## src/rtl/mclkgen_pkg.sv

```systemverilog
package mclkgen_pkg;

    localparam int CODE_W = 3;

    typedef struct packed {
        logic              base;
        logic [CODE_W-1:0] code;
        logic              run;
    } mcg_cfg_t;

    function automatic logic cfg_illegal(input mcg_cfg_t c, input int max_a, input int max_b);
        if (!c.base) return (int'(c.code) > max_a);
        return (int'(c.code) > max_b);
    endfunction

endpackage

```

## src/rtl/mcg_cfg_latch.sv

```systemverilog
module mcg_cfg_latch
    import mclkgen_pkg::*;
#(
    parameter int MAX_CODE_A = 4,
    parameter int MAX_CODE_B = 3
) (
    input  logic     clk_i,
    input  logic     rst_ni,
    input  mcg_cfg_t req_i,
    input  logic     wrap_i,
    output mcg_cfg_t act_q_o,
    output mcg_cfg_t act_d_o,
    output logic     legal_d_o
);

    typedef struct packed {
        mcg_cfg_t act;
    } state_t;

    state_t s_d, s_q;

    always_comb begin
        s_d = s_q;
        if (wrap_i) begin
            s_d.act = req_i;
        end
    end

    always_ff @(posedge clk_i or negedge rst_ni) begin
        if (!rst_ni) begin
            s_q <= '0;
        end else begin
            s_q <= s_d;
        end
    end

    assign act_q_o   = s_q.act;
    assign act_d_o   = s_d.act;
    assign legal_d_o = !cfg_illegal(s_d.act, MAX_CODE_A, MAX_CODE_B);

endmodule

```

## src/rtl/mcg_phase_ctr.sv

```systemverilog
module mcg_phase_ctr #(
    parameter int FRAME_A = 1024,
    parameter int FRAME_B = 768,
    parameter int PHASE_W = 10
) (
    input  logic               clk_i,
    input  logic               rst_ni,
    input  logic               base_q_i,
    output logic [PHASE_W-1:0] phase_q_o,
    output logic [PHASE_W-1:0] phase_d_o,
    output logic               wrap_o
);

    localparam logic [PHASE_W-1:0] TOP_A = PHASE_W'(FRAME_A - 1);
    localparam logic [PHASE_W-1:0] TOP_B = PHASE_W'(FRAME_B - 1);

    typedef struct packed {
        logic [PHASE_W-1:0] phase;
    } state_t;

    state_t s_d, s_q;
    logic   last;

    always_comb begin
        s_d  = s_q;
        last = (s_q.phase == (base_q_i ? TOP_B : TOP_A));
        if (last) begin
            s_d.phase = '0;
        end else begin
            s_d.phase = s_q.phase + 1'b1;
        end
    end

    always_ff @(posedge clk_i or negedge rst_ni) begin
        if (!rst_ni) begin
            s_q <= '0;
        end else begin
            s_q <= s_d;
        end
    end

    assign phase_q_o = s_q.phase;
    assign phase_d_o = s_d.phase;
    assign wrap_o    = last;

endmodule

```

## src/rtl/mcg_out_stage.sv

```systemverilog
module mcg_out_stage
    import mclkgen_pkg::*;
#(
    parameter int PHASE_W = 10
) (
    input  logic               clk_i,
    input  logic               rst_ni,
    input  mcg_cfg_t           act_d_i,
    input  logic               legal_d_i,
    input  logic [PHASE_W-1:0] phase_d_i,
    input  logic               wrap_i,
    output logic               mclk_o,
    output logic               stb_o,
    output logic               err_o
);

    typedef struct packed {
        logic mclk;
        logic stb;
        logic err;
    } state_t;

    state_t s_d, s_q;
    logic   sel_bit;

    always_comb begin
        sel_bit = 1'b0;
        for (int i = 0; i < PHASE_W; i++) begin
            if (int'(act_d_i.code) == i) sel_bit = phase_d_i[i];
        end
        s_d.mclk = act_d_i.run & legal_d_i & sel_bit;
        s_d.stb  = act_d_i.run & wrap_i;
        s_d.err  = ~legal_d_i;
    end

    always_ff @(posedge clk_i or negedge rst_ni) begin
        if (!rst_ni) begin
            s_q <= '0;
        end else begin
            s_q <= s_d;
        end
    end

    assign mclk_o = s_q.mclk;
    assign stb_o  = s_q.stb;
    assign err_o  = s_q.err;

endmodule

```

## src/rtl/mclk_ratio_gen.sv

```systemverilog
module mclk_ratio_gen
    import mclkgen_pkg::*;
#(
    parameter int FRAME_A    = 1024,
    parameter int FRAME_B    = 768,
    parameter int MAX_CODE_A = 4,
    parameter int MAX_CODE_B = 3
) (
    input  logic              clk_i,
    input  logic              rst_ni,
    input  logic              base_sel_i,
    input  logic [CODE_W-1:0] mult_code_i,
    input  logic              run_i,
    output logic              mclk_o,
    output logic              frame_stb_o,
    output logic              cfg_err_o
);

    localparam int PHASE_W = $clog2(FRAME_A);

    mcg_cfg_t           req;
    mcg_cfg_t           act_q;
    mcg_cfg_t           act_d;
    logic               legal_d;
    logic [PHASE_W-1:0] phase_q;
    logic [PHASE_W-1:0] phase_d;
    logic               wrap;

    assign req.base = base_sel_i;
    assign req.code = mult_code_i;
    assign req.run  = run_i;

    mcg_phase_ctr #(
        .FRAME_A (FRAME_A),
        .FRAME_B (FRAME_B),
        .PHASE_W (PHASE_W)
    ) ctr_i (
        .clk_i     (clk_i),
        .rst_ni    (rst_ni),
        .base_q_i  (act_q.base),
        .phase_q_o (phase_q),
        .phase_d_o (phase_d),
        .wrap_o    (wrap)
    );

    mcg_cfg_latch #(
        .MAX_CODE_A (MAX_CODE_A),
        .MAX_CODE_B (MAX_CODE_B)
    ) cfg_i (
        .clk_i     (clk_i),
        .rst_ni    (rst_ni),
        .req_i     (req),
        .wrap_i    (wrap),
        .act_q_o   (act_q),
        .act_d_o   (act_d),
        .legal_d_o (legal_d)
    );

    mcg_out_stage #(
        .PHASE_W (PHASE_W)
    ) out_i (
        .clk_i     (clk_i),
        .rst_ni    (rst_ni),
        .act_d_i   (act_d),
        .legal_d_i (legal_d),
        .phase_d_i (phase_d),
        .wrap_i    (wrap),
        .mclk_o    (mclk_o),
        .stb_o     (frame_stb_o),
        .err_o     (cfg_err_o)
    );

endmodule

```

## config.mk

```make
export PLATFORM = sky130hd
export DESIGN_NAME = mclk_ratio_gen
export DESIGN_NICKNAME = d
export VERILOG_FILES = /design/src/rtl/mclkgen_pkg.sv /design/src/rtl/mcg_cfg_latch.sv /design/src/rtl/mcg_phase_ctr.sv /design/src/rtl/mcg_out_stage.sv /design/src/rtl/mclk_ratio_gen.sv
export SDC_FILE = /design/constraint.sdc
export NUM_CORES = 1
export LEC_CHECK = 0
export ABC_AREA = 1
export BUFFER_PORTS_ARGS = -buffer_cell sky130_fd_sc_hd__buf_2
export CORE_AREA = 2 2 45 47
export DETAILED_ROUTE_END_ITERATION = 10
export DIE_AREA = 0 0 47 49
export GPL_ROUTABILITY_DRIVEN = 1
export PLACE_DENSITY = 0.72
export SETUP_SLACK_MARGIN = 0.4
export SYNTH_ARGS = -nofsm -noshare
export SYNTH_HDL_FRONTEND = slang
export SYNTH_SLANG_ARGS = --single-unit
export TNS_END_PERCENT = 20
```

## constraint.sdc

```tcl
create_clock -name clk_i -period 2.1 [get_ports clk_i]
set_clock_uncertainty 0.15 [all_clocks]
set_input_delay 0.315 -clock clk_i [delete_from_list [all_inputs] [get_ports clk_i]]
set_output_delay 0.315 -clock clk_i [all_outputs]
set_load 0.03 [all_outputs]
```

==> flow_results.org <==
** Run status
- The run finished with clean final reports.

** Timing
- Setup repair after global routing could not meet its margin everywhere.
- Maximum clock rate :: 0.553 GHz
- Setup violations remaining at the end of the flow were counted as 0.
- At the pin with the least slew margin, the transition time is 0.407 ns.
- Shortest period the worst path allows :: 1.81 ns
- Max-slew violation total from the final report :: 0
- Final-layout setup total negative slack :: 0 ns
- Max-slew headroom at the worst pin :: 72.9%
- Post-route fraction of the period consumed by the critical path :: 86.1%
- The final hold violation count is 0.

** Clocking
- Worst-path clk slew :: 0.11 ns
- At the later pin of the worst-skew pair, clock insertion delay measures 0.30 ns.
- The clock drives 18 sinks.
- Number of levels the H-tree was split into :: 1
- TritonCTS built the clock tree.
- The tree is rooted in a sky130_fd_sc_hd__clkbuf_4.
- The clock passes through at most 2 buffers.
- Number of buffers created by CTS :: 3

** Drt
- In the routed layout, each cell is associated on average with a via count of 4.85.
- For this run, design rule violations remaining after detail routing come to 0.
- Router iterations before antenna repair :: 5
- Dividing the detail-routed wire length by the instance count gives 12.3 µm.
- Routed WL :: 1.96 mm
- Detailed-route via count :: 771
- Drt initial violations :: 1
- The count of nets left with antenna violations once routing finished came out at 0.

** Worst setup path
- Critical path's slowest cell :: sky130_fd_sc_hd__dfrtp_1
- Type of element launching the critical path :: flop
- By instance count, the cell type seen most on the critical path is sky130_fd_sc_hd__nand2_4.
- Highest cell delay on the worst timing path :: 0.42 ns
- The critical path is of the flop to flop type.
- At the worst endpoint, the arrival time is 1.86 ns.
- Worst flop-to-flop path startpoint :: ctr_i.phase_q_o[0]
- The worst setup path is captured at a flop.
- Timing startpoint of the critical path :: ctr_i.phase_q_o[0]
- Walking the worst path, the cells encountered are ha_4, nand2_4, nor2_4, nand2_4, nor2_4, buf_6, nand2_4, nand2_4, inv_2, o31ai_4, inv_1.
- Required time reported for the critical path endpoint :: 2.15 ns
- Maximum fanout count along the critical path :: 4
- The worst register-to-register path has a depth of 11.

** Die
- Top-level I/O count :: 10
- Total number of placement rows :: 16
- Width of the die :: 47 µm
- Initial core utilization :: 50.3%
- The die covers 2300 µm².
- Core box area :: 1840 µm²
- Measured along the y axis, the die boundary spans 49 µm.

** Synth
- After synthesis the netlist holds a flip-flop and latch count of 18.
- Averaged over all synthesized cells, the footprint is 8.75 µm².
- EDFF count, synth :: 0
- Counting distinct cell types in the post-synthesis netlist gives 21.
- Share of async-settable or async-resettable flops after synthesis :: 100%
- Share of Yosys cell area claimed by the top area cell type :: 48.6%
- Yosys printed 0 warnings.
- Cell type with the highest aggregate area in the netlist :: sky130_fd_sc_hd__dfrtp_1
- After technology mapping, the gate count stands at 106.
- By area the synthesized netlist is led by sky130_fd_sc_hd__dfrtp_1 49%, sky130_fd_sc_hd__nand2_1 9.7%, sky130_fd_sc_hd__nand2_4 6.1%.
- Share of the yosys chip area belonging to registers :: 48.6%
- Summing every instance area after synthesis gives 927 µm².
- Among all flip-flop cells after synthesis, the most frequent one is sky130_fd_sc_hd__dfrtp_1.
- The number of nets in the synthesized netlist is 114.

** Run
- Maximum capacitance violations :: 0

** Layout
- Final-stage net count :: 141
- Relative to the synthesized area, the layout overhead comes to 33.6%.
- Number of filler cells placed in the layout :: 152
- Once layout is complete, the cells apart from fillers number 159.
- Post-route core utilization :: 67.3%
- The multi-input combinational cells in the finished layout cover a total of 490 µm².
- ANT cells :: 0
- Layout cells sized above 1 :: 42.4%
- Summing all flip-flop and latch instances after layout gives 450 µm².
- Commonest cells after routing, fill and taps aside :: 21 x sky130_fd_sc_hd__nand2_1, 18 x sky130_fd_sc_hd__dfrtp_1, 13 x sky130_fd_sc_hd__inv_1, 10 x sky130_fd_sc_hd__buf_4, 9 x sky130_fd_sc_hd__buf_2
- Leading cell type in the layout, fill and taps excluded :: sky130_fd_sc_hd__nand2_1

** Global routing
- Number of antenna violations at the first check in global routing :: 0
- GR peak layer :: met2
- First-pass GRT wire length :: 3.27 mm
- For met2 alone, demand over resource in global routing was 33.8%.
- Vias in the first global route :: 793
- Entering global routing, the biggest net connects 19 pins.
- Global routing consumed, over all layers together, 19.5% of the routing resources.
- Met3 capacity usage during global routing :: 3.70%
- Global routing finished with a remaining overflow of 0.
- Met1 Resource Use GR :: 23.3%

** Pwr
- Power per cell area :: 470 nW/µm²
- Max rail drop VDD :: 0.000341 V
- The analysis attributes to cell leakage a power of 0.000658 µW.
- Total Power Consumption :: 582 µW

** Hold path
- Class of the tightest hold or removal check :: input pin to flop
- Source of the worst hold timing path :: run_i
- The worst hold path passes through 3 cells.

** Place
- Count of buffers inserted at the top-level ports :: 9
- The congestion estimate from routability-driven global placement came to 0.805.
- Detail Placement HPWL :: 1.23 mm
- Placed cell count :: 141
[layer usage]
layer	vias up	routed length, µm
li1	383	-
met1	365	802
met2	19	1090
met3	4	51
met4	0	19
met5	-	0
[cell usage after synthesis, types with 2 or more instances]
library cell / instances
sky130_fd_sc_hd__o21ai_0: 2
sky130_fd_sc_hd__nand2_2: 2
sky130_fd_sc_hd__nand2_4: 5
sky130_fd_sc_hd__a21oi_2: 2
sky130_fd_sc_hd__nand3_1: 7
sky130_fd_sc_hd__nor2_1: 11
sky130_fd_sc_hd__nand2_1: 24
sky130_fd_sc_hd__dfrtp_1: 18
sky130_fd_sc_hd__xor2_1: 2
sky130_fd_sc_hd__inv_1: 13
sky130_fd_sc_hd__inv_2: 4
sky130_fd_sc_hd__nand3_2: 2
sky130_fd_sc_hd__nor2_4: 3
sky130_fd_sc_hd__a21oi_1: 4
[registers in the layout, summed over array words and instances (netlist names)]
name	cells
ctr_i.phase_q_o	10
cfg_i.act_q_o	5
out_i.err_o	1
out_i.mclk_o	1
out_i.stb_o	1
[worst paths after layout]
path	slack, ns	endpoint
min	0.08	out_i.stb_o
max in group asynchronous	1.20	ctr_i.phase_q_o[0]
max reg2reg	0.29	out_i.err_o
min reg2reg	0.42	ctr_i.phase_q_o[7]
max	0.29	out_i.err_o
min in group asynchronous	0.31	ctr_i.phase_q_o[7]
[critical path: cells and delay by family (launching register included)]
| kind | cells | cell delay [ns] |
|---|---|---|
| fa+ha+maj | 1 | 0.17 |
| buf+inv | 3 | 0.25 |
| simple gates | 6 | 0.55 |
| flops | 1 | 0.42 |
| compound gates | 1 | 0.18 |
[timing repair]
item	4_1_cts	5_1_grt
hold endpoints to repair	18	0
hold buffers	1	0
setup buffers	10	3
pin swaps	12	9
endpoints found under the setup margin	3	7
resized for setup	16	6
[cells by family (layout without fill, tap and decap cells)]
kind of cell / after synthesis / count (layout) / share of synthesized area (%)
AOI/OAI and AO/OA: 10 / 10 / 6.75
xor gates and xnor gates: 2 / 2 / 1.89
adders and majority gates: 1 / 1 / 1.35
buffers and inverters: 18 / 44 / 8.10
DFF: 18 / 18 / 48.6
and+or+nand+nor: 57 / 57 / 33.3
[per-stage QoR]
stage	hold WS, ns	setup slack (ns)	cell area [µm²]
after global routing	0.0854	0.166	1240
after detailed placement	0.120	0.0979	995
after CTS	0.0799	0.264	1180
final	0.0795	0.293	1240
after floorplan	-0.131	0.378	927
after global placement	0.115	0.192	995
[where the power goes]
| group | internal (µW) | total [µW] | switching (µW) |
|---|---|---|---|
| clock network | 106 | 220 | 115 |
| logic | 5.58 | 15.7 | 10.1 |
| registers | 346 | 346 | 0 |
[layout make-up]
type	count	area share, %
Timing Repair Buffer	23	13.2
Multi-Input combinational cell	70	39.6
Tap cell	27	2.73
Sequential cell	18	36.4
Clock buffer	4	2.93
Inverter	17	5.15
(Power assumes the default switching activity.)
